<file path="config.mk">
export PLATFORM = sky130hd
export DESIGN_NAME = iofu_fetch_unit
export DESIGN_NICKNAME = d
export VERILOG_FILES = /design/src/rtl/iofu_pkg.sv /design/src/rtl/iofu_ptr_rules.sv /design/src/rtl/iofu_byte_merge.sv /design/src/rtl/iofu_fetch_unit.sv
export SDC_FILE = /design/constraint.sdc
export NUM_CORES = 1
export LEC_CHECK = 0
export ABC_CLOCK_PERIOD_IN_PS = 2750
export BUFFER_PORTS_ARGS = -buffer_cell sky130_fd_sc_hd__buf_2
export CORE_MARGIN = 4
export CORE_UTILIZATION = 30
export CTS_CLUSTER_SIZE = 30
export DETAILED_ROUTE_END_ITERATION = 8
export PLACE_DENSITY_LB_ADDON = 0.08
export SYNTH_ARGS = -nofsm -noshare
export SYNTH_HDL_FRONTEND = slang
export SYNTH_SLANG_ARGS = --single-unit
</file>
<file path="constraint.sdc">
create_clock -name clk -period 2.75 [get_ports clk]
set_clock_uncertainty 0.2 [all_clocks]
set_input_delay 0.275 -clock clk [delete_from_list [all_inputs] [get_ports clk]]
set_output_delay 0.275 -clock clk [all_outputs]
set_load 0.05 [all_outputs]
</file>
<file path="src/rtl/iofu_pkg.sv">
package iofu_pkg;

    localparam int SEL_W = 3;

    // selector codes whose pointer behaviour differs
    localparam logic [SEL_W-1:0] SEL_ADV_A = 3'd4;
    localparam logic [SEL_W-1:0] SEL_ADV_B = 3'd5;
    localparam logic [SEL_W-1:0] SEL_STACK = 3'd6;

    typedef enum logic [0:0] {
        ST_IDLE = 1'b0,
        ST_BUS  = 1'b1
    } state_t;

    function automatic logic sel_advances(input logic [SEL_W-1:0] sel);
        return (sel == SEL_ADV_A) || (sel == SEL_ADV_B);
    endfunction

endpackage

</file>
<file path="src/rtl/iofu_ptr_rules.sv">
module iofu_ptr_rules
    import iofu_pkg::*;
#(
    parameter int ADDR_W = 16
) (
    input  logic              is_write,
    input  logic              dbl,
    input  logic [SEL_W-1:0]  sel,
    input  logic [ADDR_W-1:0] ptr,
    output logic [ADDR_W-1:0] first_addr,
    output logic [ADDR_W-1:0] next_ptr,
    output logic              wb_en,
    output logic              two_acc,
    output logic              replicate
);

    localparam logic [ADDR_W-1:0] STEP1 = ADDR_W'(1);
    localparam logic [ADDR_W-1:0] STEP2 = ADDR_W'(2);

    logic adv;
    logic stk;

    always_comb begin
        adv        = sel_advances(sel);
        stk        = (sel == SEL_STACK);
        first_addr = ptr;
        next_ptr   = ptr;
        wb_en      = 1'b0;
        two_acc    = 1'b0;
        replicate  = 1'b0;
        if (is_write) begin
            // stores never pair up; stack selector behaves as a push
            if (adv || stk) begin
                next_ptr = ptr + STEP1;
                wb_en    = 1'b1;
            end
        end else if (dbl) begin
            if (adv) begin
                two_acc  = 1'b1;
                next_ptr = ptr + STEP2;
                wb_en    = 1'b1;
            end else if (stk) begin
                two_acc    = 1'b1;
                first_addr = ptr - STEP2;
                next_ptr   = ptr - STEP2;
                wb_en      = 1'b1;
            end else begin
                replicate = 1'b1;
            end
        end else begin
            if (adv) begin
                next_ptr = ptr + STEP1;
                wb_en    = 1'b1;
            end else if (stk) begin
                first_addr = ptr - STEP1;
                next_ptr   = ptr - STEP1;
                wb_en      = 1'b1;
            end
        end
    end

endmodule

</file>
<file path="src/rtl/iofu_byte_merge.sv">
module iofu_byte_merge #(
    parameter int DATA_W = 16
) (
    input  logic                  two_acc,
    input  logic                  replicate,
    input  logic [DATA_W/2-1:0]   lo_saved,
    input  logic [DATA_W-1:0]     rdata,
    output logic [DATA_W-1:0]     word
);

    localparam int BYTE_W = DATA_W / 2;

    always_comb begin
        if (replicate) begin
            word = {rdata[BYTE_W-1:0], rdata[BYTE_W-1:0]};
        end else if (two_acc) begin
            word = {rdata[BYTE_W-1:0], lo_saved};
        end else begin
            word = rdata;
        end
    end

endmodule

</file>
<file path="src/rtl/iofu_fetch_unit.sv">
module iofu_fetch_unit
    import iofu_pkg::*;
#(
    parameter int DATA_W = 16,
    parameter int ADDR_W = 16
) (
    input  logic              clk,
    input  logic              rst_n,
    input  logic              start,
    input  logic              start_write,
    input  logic [2:0]        start_sel,
    input  logic [ADDR_W-1:0] start_ptr,
    input  logic [DATA_W-1:0] start_wdata,
    input  logic              dbl_set,
    output logic              busy,
    output logic              mem_req,
    output logic              mem_we,
    output logic [ADDR_W-1:0] mem_addr,
    output logic [DATA_W-1:0] mem_wdata,
    input  logic [DATA_W-1:0] mem_rdata,
    input  logic              mem_ack,
    output logic              done,
    output logic [DATA_W-1:0] rd_data,
    output logic              ptr_wb_en,
    output logic [2:0]        ptr_wb_sel,
    output logic [ADDR_W-1:0] ptr_wb_val
);

    localparam int BYTE_W = DATA_W / 2;

    typedef struct packed {
        state_t            st;
        logic              dbl;
        logic              wr;
        logic              two;
        logic              second;
        logic              repl;
        logic [ADDR_W-1:0] addr;
        logic [BYTE_W-1:0] lo;
        logic              wb_en;
        logic [ADDR_W-1:0] nptr;
        logic [SEL_W-1:0]  sel;
        logic [DATA_W-1:0] wdata;
        logic [DATA_W-1:0] result;
        logic              done;
    } regs_t;

    regs_t r_d;
    regs_t r_q;

    logic              accept;
    logic [ADDR_W-1:0] rule_addr;
    logic [ADDR_W-1:0] rule_nptr;
    logic              rule_wb;
    logic              rule_two;
    logic              rule_repl;
    logic [DATA_W-1:0] merged;

    iofu_ptr_rules #(.ADDR_W(ADDR_W)) i_rules (
        .is_write   (start_write),
        .dbl        (r_q.dbl),
        .sel        (start_sel),
        .ptr        (start_ptr),
        .first_addr (rule_addr),
        .next_ptr   (rule_nptr),
        .wb_en      (rule_wb),
        .two_acc    (rule_two),
        .replicate  (rule_repl)
    );

    iofu_byte_merge #(.DATA_W(DATA_W)) i_merge (
        .two_acc   (r_q.two),
        .replicate (r_q.repl),
        .lo_saved  (r_q.lo),
        .rdata     (mem_rdata),
        .word      (merged)
    );

    always_comb begin
        r_d      = r_q;
        r_d.done = 1'b0;
        accept   = start && (r_q.st == ST_IDLE);

        // a new prefix wins over consumption in the same cycle
        if (dbl_set) begin
            r_d.dbl = 1'b1;
        end else if (accept) begin
            r_d.dbl = 1'b0;
        end

        case (r_q.st)
            ST_IDLE: begin
                if (accept) begin
                    r_d.st     = ST_BUS;
                    r_d.wr     = start_write;
                    r_d.sel    = start_sel;
                    r_d.wdata  = start_wdata;
                    r_d.addr   = rule_addr;
                    r_d.nptr   = rule_nptr;
                    r_d.wb_en  = rule_wb;
                    r_d.two    = rule_two;
                    r_d.repl   = rule_repl;
                    r_d.second = 1'b0;
                end
            end
            ST_BUS: begin
                if (mem_ack) begin
                    if (r_q.two && !r_q.second) begin
                        r_d.second = 1'b1;
                        r_d.lo     = mem_rdata[BYTE_W-1:0];
                        r_d.addr   = r_q.addr + ADDR_W'(1);
                    end else begin
                        r_d.st     = ST_IDLE;
                        r_d.done   = 1'b1;
                        r_d.result = r_q.wr ? '0 : merged;
                    end
                end
            end
            default: r_d.st = ST_IDLE;
        endcase
    end

    always_ff @(posedge clk) begin
        if (!rst_n) begin
            r_q <= '0;
        end else begin
            r_q <= r_d;
        end
    end

    assign busy       = (r_q.st != ST_IDLE);
    assign mem_req    = (r_q.st == ST_BUS);
    assign mem_we     = r_q.wr;
    assign mem_addr   = r_q.addr;
    assign mem_wdata  = r_q.wdata;
    assign done       = r_q.done;
    assign rd_data    = r_q.result;
    assign ptr_wb_en  = r_q.done && r_q.wb_en;
    assign ptr_wb_sel = r_q.sel;
    assign ptr_wb_val = r_q.nptr;

endmodule

</file>
==> metrics.md, run 1 <==
| Metric | Value |
|---|---|
| Ys flop type | `dfxtp_1` |
| FILL cells | `1928` |
| Antenna Nets Post-Route | `0` |
| HP Class | `input pin to flip-flop` |
| Clock slew at the register clock pins of the worst setup and hold paths | `0.07 ns` |
| Max Used Layer | `met4` |
| Post-synth design cell area | `5460 sq um` |
| Via/cell ratio | `5.24` |
| Setup TNS | `0 ns` |
| Share of layout cells above drive strength 1 | `0.240` |
| Die height | `143 um` |
| GPL Wtd Cong | `0.918` |
| Area leader, netlist | `dfxtp_1` |
| Final Power | `3.42 mW` |
| CTS Root Buffer Type | `clkbuf_16` |
| Core Rows | `49` |
| Number of synthesized register bits | `83` |
| Top-area cell type share of the netlist area | `0.304` |
| Tcrit/Tclk final | `0.796` |
| P_int | `2.24 mW` |
| Total Wirelength | `19900 um` |
| Share of the yosys chip area belonging to registers | `0.304` |
| Sequential Power Share | `0.387` |
| Worst Tran Pin Value | `0.634 ns` |
| Yosys Warn Count | `0` |
| Drt first pass iters | `5` |
| Avg Cell Area, Syn | `7.51 sq um` |
| Average wire per standard cell | `19.0 um` |
| Total CTS buffers | `9` |
| Crit path launch type | `input pin` |
| Worst IR Drop VDD | `0.000272 V` |
| Vias post-DR | `5476` |
| CTS tree | `built` |
| GRT Total Usage | `0.192` |
| First-pass GRT wire length | `30600 um` |
| P per Cell Area | `521 nW/um^2` |
| Data arrival time of the worst path | `2.26 ns` |
| Slew HR | `0.576` |
| Post-Synthesis Cells | `728` |
| Fin nets | `874` |
| Clock Sinks | `83` |
| MaxCap Viol Count | `0` |
| Antenna violations before repair | `0` |
| Setup Crit Path Kind | `input pin to flip-flop` |
| Asr flop ratio synth | `0` |
| Core area | `18000 sq um` |
| H-tree depth | `3` |
| Netlist cell types | `64` |
| WL met2 | `9050 um` |
| Number of global-route vias before repair | `5443` |
| Critical path fanouts, max | `4` |
| WP data required | `2.82 ns` |
| HPWL after DPL | `14700 um` |
| DRC | `0` |
| Status | `completed` |
| Initial Utilization | `0.304` |
| DRT iter0 DRCs | `391` |
| I/O pin count | `129` |
| Combinational fraction of design power | `0.245` |
| Crit end category | `flip-flop` |
| Clock Path Buffers | `2` |
| Net Count, Synth | `791` |
| Switch share | `0.344` |
| Total grt overflow | `0` |
| Final slew viol count | `0` |
| Total die area | `20400 sq um` |
| Fmax | `0.457 GHz` |
| Leak pwr | `2.80 nW` |
| Setup Buffers After CTS | `0` |
| Die W | `143 um` |
| Synth-to-Final Area Change | `20.0%` |
| Buffers on Ports | `128` |
| Hold violation count in the final report | `0` |
| EDFF count, synth | `0` |
| Clk pwr share | `0.368` |
| Synth top area cells | `dfxtp_1 30%, buf_4 9.3%, nand2_1 8.3%` |
| Routed length on met1 | `9050 um` |
| Largest net degree at the start of global routing | `51` |
| Met3 routed WL | `1200 um` |
| Clock latency on the worst-skew pair | `0.35 ns` |
| Final setup violation count | `0` |
| Net Switching | `1.17 mW` |
| Final min period | `2.19 ns` |
| RSZ-0062 raised after global routing | `false` |
| ANT cells | `0` |
-- path summary, 6_finish.rpt --
path,startpoint,endpoint,slack (ns),depth (start not counted)
worst min-delay path,mem_rdata[10],rd_data[10],0.01,3
worst min register to register,rd_data[15],rd_data[15],0.25,2
worst max-delay path,start_ptr[2],mem_addr[15],0.56,9
worst max register to register,r_q[81],mem_addr[15],0.60,6
-- final cells by class --
cell class,instances,area [sq um],share of cell area
Multi-Input combinational cell,514,3050,0.465
Tap cell,229,287,0.0437
Clock inverter,6,72.6,0.0111
Sequential cell,83,1660,0.253
Clock buffer,10,229,0.0349
Timing Repair Buffer,193,1220,0.186
Inverter,10,37.5,0.00572
-- metrics by stage --
step	std cells	cell area, sq um	worst slack, ns	utilization	hold slack, ns
global route	1045	6560	0.367	0.365	0.0233
finish	1045	6560	0.562	0.365	0.0134
detailed placement	1002	5990	0.241	0.333	0.240
global placement	1002	5990	0.146	0.333	0.229
CTS	1045	6560	0.600	0.365	0.00800
floorplan	728	5460	0.266	-	0.185
-- power groups by stage --
| stage | Combinational (mW) | Sequential (mW) | Clock, mW |
|---|---|---|---|
| finish | 0.839 | 1.32 | 1.26 |
| global route | 0.900 | 1.33 | 1.35 |
| CTS | 0.841 | 1.32 | 1.30 |
| detailed placement | 0.810 | 1.35 | 0 |
| global placement | 0.811 | 1.35 | 0 |
| floorplan | 0.622 | 1.34 | 0 |
-- registers in the layout, indices dropped and copies added (netlist names) --
signal / flops
mem_wdata: 16
ptr_wb_val: 16
r_q: 13
done: 1
rd_data: 16
mem_addr: 16
mem_we: 1
ptr_wb_sel: 3
busy: 1
-- layout by cell type (no fill, tap or decap), types with 18 or more instances in the layout --
cell type	count
buf_2	128
nand2_1	121
dfxtp_1	83
a21oi_1	60
nor2_1	45
o21ai_0	40
buf_4	36
dlygate4sd3_1	27
xor2_1	24
nand3_1	24
xnor2_1	22
mux2i_1	21
nor3_1	18
-- cells by family (layout without fill, tap and decap cells) --
| family | count (synthesis) | after routing | share of synthesized area |
|---|---|---|---|
| simple gates | 272 | 272 | 0.237 |
| buf+inv | 131 | 219 | 0.141 |
| compound gates | 166 | 166 | 0.187 |
| mux | 24 | 24 | 0.0447 |
| xor+xnor | 46 | 46 | 0.0737 |
| flops | 83 | 83 | 0.304 |
| fa+ha+maj | 6 | 6 | 0.0137 |
-- critical path: stages --
cell and delay (ns):
buf_2 0.11, inv_1 0.13, ha_1 0.24, a21boi_0 0.32, mux2i_1 0.27, nor4_1 0.36, xor2_1 0.29, nand2_1 0.09
a31oi_1 0.17
-- metal layers --
metal	up-vias	track usage
met1	2576	0.256
met4	0	0.0695
met2	193	0.311
li1	2668	-
met3	39	0.0338
met5	-	0
-- synthesized netlist by cell type (6+ instances only) --
cell and number:
a21oi_1 60, a31oi_1 8, and3_1 7, and4_1 7, buf_4 68, clkbuf_1 42
dfxtp_1 83, ha_1 6, inv_1 8, mux2i_1 21, nand2_1 121, nand2b_1 7
nand3_1 24, nand4_1 11, nor2_1 45, nor3_1 18, nor4_1 7, o21ai_0 40
o22ai_1 12, xnor2_1 22, xor2_1 24
-- what timing repair did --
| action | in CTS | in global routing |
|---|---|---|
| hold buffers | 27 | 0 |
| resized for setup | 0 | 0 |
| hold endpoints to repair | 27 | 0 |
| setup endpoints to repair | 0 | 0 |
Note: power is estimated with default switching activity, not from simulation.
==> inputs of run 2 (changes only) <==
ABC_CLOCK_PERIOD_IN_PS = 2300   (was 2750)
clock period = 2.3 ns   (was 2.75 ns; I/O delays follow)
==> run 2 against run 1 <==
Against the previous run: flip-flop and latch count unchanged; routed wire length rose by 2.5%; sequential power up 20%; hold slack improved by 0.063 ns; register-to-register slack worse by 0.31 ns; sequential share of layout area down 1.7 points; non-clock buffer count up 63; count of clock-buffer cells in the layout is 1 lower; first-iteration DRC count decreased by 34%; via count up 2.5%; core utilization rose by 2.7 points; worst setup slack lost 0.28 ns.
==> metrics.md, run 2 (synthesized netlist as in run 1, its figures left out) <==
| Metric | Value |
|---|---|
| Clock slew at the register clock pins of the worst setup and hold paths | `0.07 ns` |
| Critical path fanouts, max | `7` |
| Number of global-route vias before repair | `5638` |
| Share of layout cells above drive strength 1 | `0.292` |
| Final min period | `2.01 ns` |
| Fmax | `0.496 GHz` |
| Drt first pass iters | `4` |
| Total CTS buffers | `9` |
| RSZ-0062 raised after global routing | `false` |
| Initial Utilization | `0.304` |
| H-tree depth | `3` |
| Clock Path Buffers | `2` |
| Data arrival time of the worst path | `2.09 ns` |
| DRC | `0` |
| Switch share | `0.356` |
| First-pass GRT wire length | `31600 um` |
| Delay-heaviest family, CP | `compound AO/OA/AOI/OAI gates` |
| Total die area | `20400 sq um` |
| WP data required | `2.38 ns` |
| Final slew viol count | `0` |
| CTS tree | `built` |
| Sequential Power Share | `0.382` |
| Core Rows | `49` |
| Total grt overflow | `0` |
| CTS Root Buffer Type | `clkbuf_16` |
| ANT cells | `0` |
| Clk pwr share | `0.357` |
| GRT Total Usage | `0.199` |
| I/O pin count | `129` |
| FF/Latch Area | `1660 sq um` |
| Setup Buffers After CTS | `0` |
| HPWL after DPL | `15900 um` |
| P_int | `2.66 mW` |
| Net Switching | `1.47 mW` |
| Multi-input logic area | `3070 sq um` |
| Buffers on Ports | `128` |
| Leak pwr | `3.08 nW` |
| Die W | `143 um` |
| Average wire per standard cell | `18.4 um` |
| Hold violation count in the final report | `0` |
| Largest net degree at the start of global routing | `31` |
| Post-Place Setup Slack | `-0.0612 ns` |
| GPL Wtd Cong | `0.934` |
| Final setup violation count | `0` |
| Crit path launch type | `flip-flop` |
| MaxCap Viol Count | `0` |
| Clock Sinks | `83` |
| Setup TNS | `0 ns` |
| P per Cell Area | `586 nW/um^2` |
| Status | `completed` |
| FILL cells | `1901` |
| Commonest cells after routing, fill and taps aside | `128 x buf_2, 121 x nand2_1, 94 x buf_4` |
| Fin nets | `937` |
| CP max-delay cell | `a2111o_1` |
| DRT iter0 DRCs | `257` |
| Antenna Nets Post-Route | `0` |
| WP buf/inv | `1` |
| HP Class | `input pin to flip-flop` |
| Crit end category | `flip-flop` |
| Worst setup margin | `0.285 ns` |
| Tcrit/Tclk final | `0.876` |
| Die height | `143 um` |
| Setup Crit Path Kind | `flip-flop to flip-flop` |
| Clock latency on the worst-skew pair | `0.35 ns` |
| Synth-to-Final Area Change | `28.9%` |
| Most common cell after layout, fill and taps aside | `buf_2` |
| Combinational fraction of design power | `0.261` |
| Worst Tran Pin Value | `0.543 ns` |
| Worst IR Drop VDD | `0.000333 V` |
| Antenna violations before repair | `0` |
| Total Wirelength | `20400 um` |
| Core area | `18000 sq um` |
| Vias post-DR | `5613` |
| Via/cell ratio | `5.07` |
| Crit-path cells | `inv_2 > mux2i_1 > nand3_1 > xnor2_1 > a2111o_1 > a21oi_1` |
| Slew HR | `0.638` |
| Slowest stage delay, CP | `0.41 ns` |
## run 2: cell types whose count changed in the layout (fill, tap and decap cells not counted), moves of 2 or more
cell and delta:
buf_12 -2, inv_8 +2, dlygate4sd3_1 +7, buf_4 +58
## run 2: repair_timing
action,in CTS,in global routing
hold endpoints to repair,35,0
hold buffers,34,0
gates resized for setup,0,0
## run 2: area by class of cell
type,instances,share of cell area
repair buffers,256,0.239
inverters,10,0.00533
multi-input cells,514,0.436
well taps,229,0.0407
clock buffers,9,0.0320
clock inverters,7,0.0108
flip-flops and latches,83,0.236
## run 2: power groups by stage
stage | sequential, mW | combinational, mW | clock [mW]
after floorplan | 1.60 | 0.747 | 0
after global placement | 1.61 | 1.04 | 0
after detailed placement | 1.61 | 1.04 | 0
after CTS | 1.58 | 1.09 | 1.52
after global routing | 1.59 | 1.16 | 1.58
final | 1.58 | 1.08 | 1.47
## run 2: stage by stage
stage	util	power [mW]	hold slack [ns]	instance area, sq um	cells
floorplan	-	2.35	0.140	5490	728
global placement	0.356	2.65	0.230	6400	1058
detailed placement	0.356	2.65	0.239	6400	1058
CTS	0.392	4.19	0.0637	7040	1108
global route	0.392	4.32	0.101	7040	1108
finish	0.392	4.13	0.0768	7040	1108
## run 2: worst paths after layout
path / from / depth (start not counted) / endpoint / slack (ns)
worst max-delay path: r_q[81] / 6 / ptr_wb_val[10] / 0.29
worst min register to register: rd_data[10] / 2 / rd_data[10] / 0.25
worst max register to register: r_q[81] / 6 / ptr_wb_val[10] / 0.29
worst min-delay path: start_ptr[13] / 3 / ptr_wb_val[13] / 0.08
## run 2: routing by layer
metal,share of wire,track usage,up-vias
li1,-,-,2794
met1,0.46,0.257,2671
met2,0.49,0.350,131
met3,0.039,0.0315,17
met4,0.013,0.0460,0
met5,0,0,-
## run 2: worst min-delay path, stage by stage
cell	delay, ns
buf_2	0.16
xnor2_1	0.13
o21ai_0	0.06
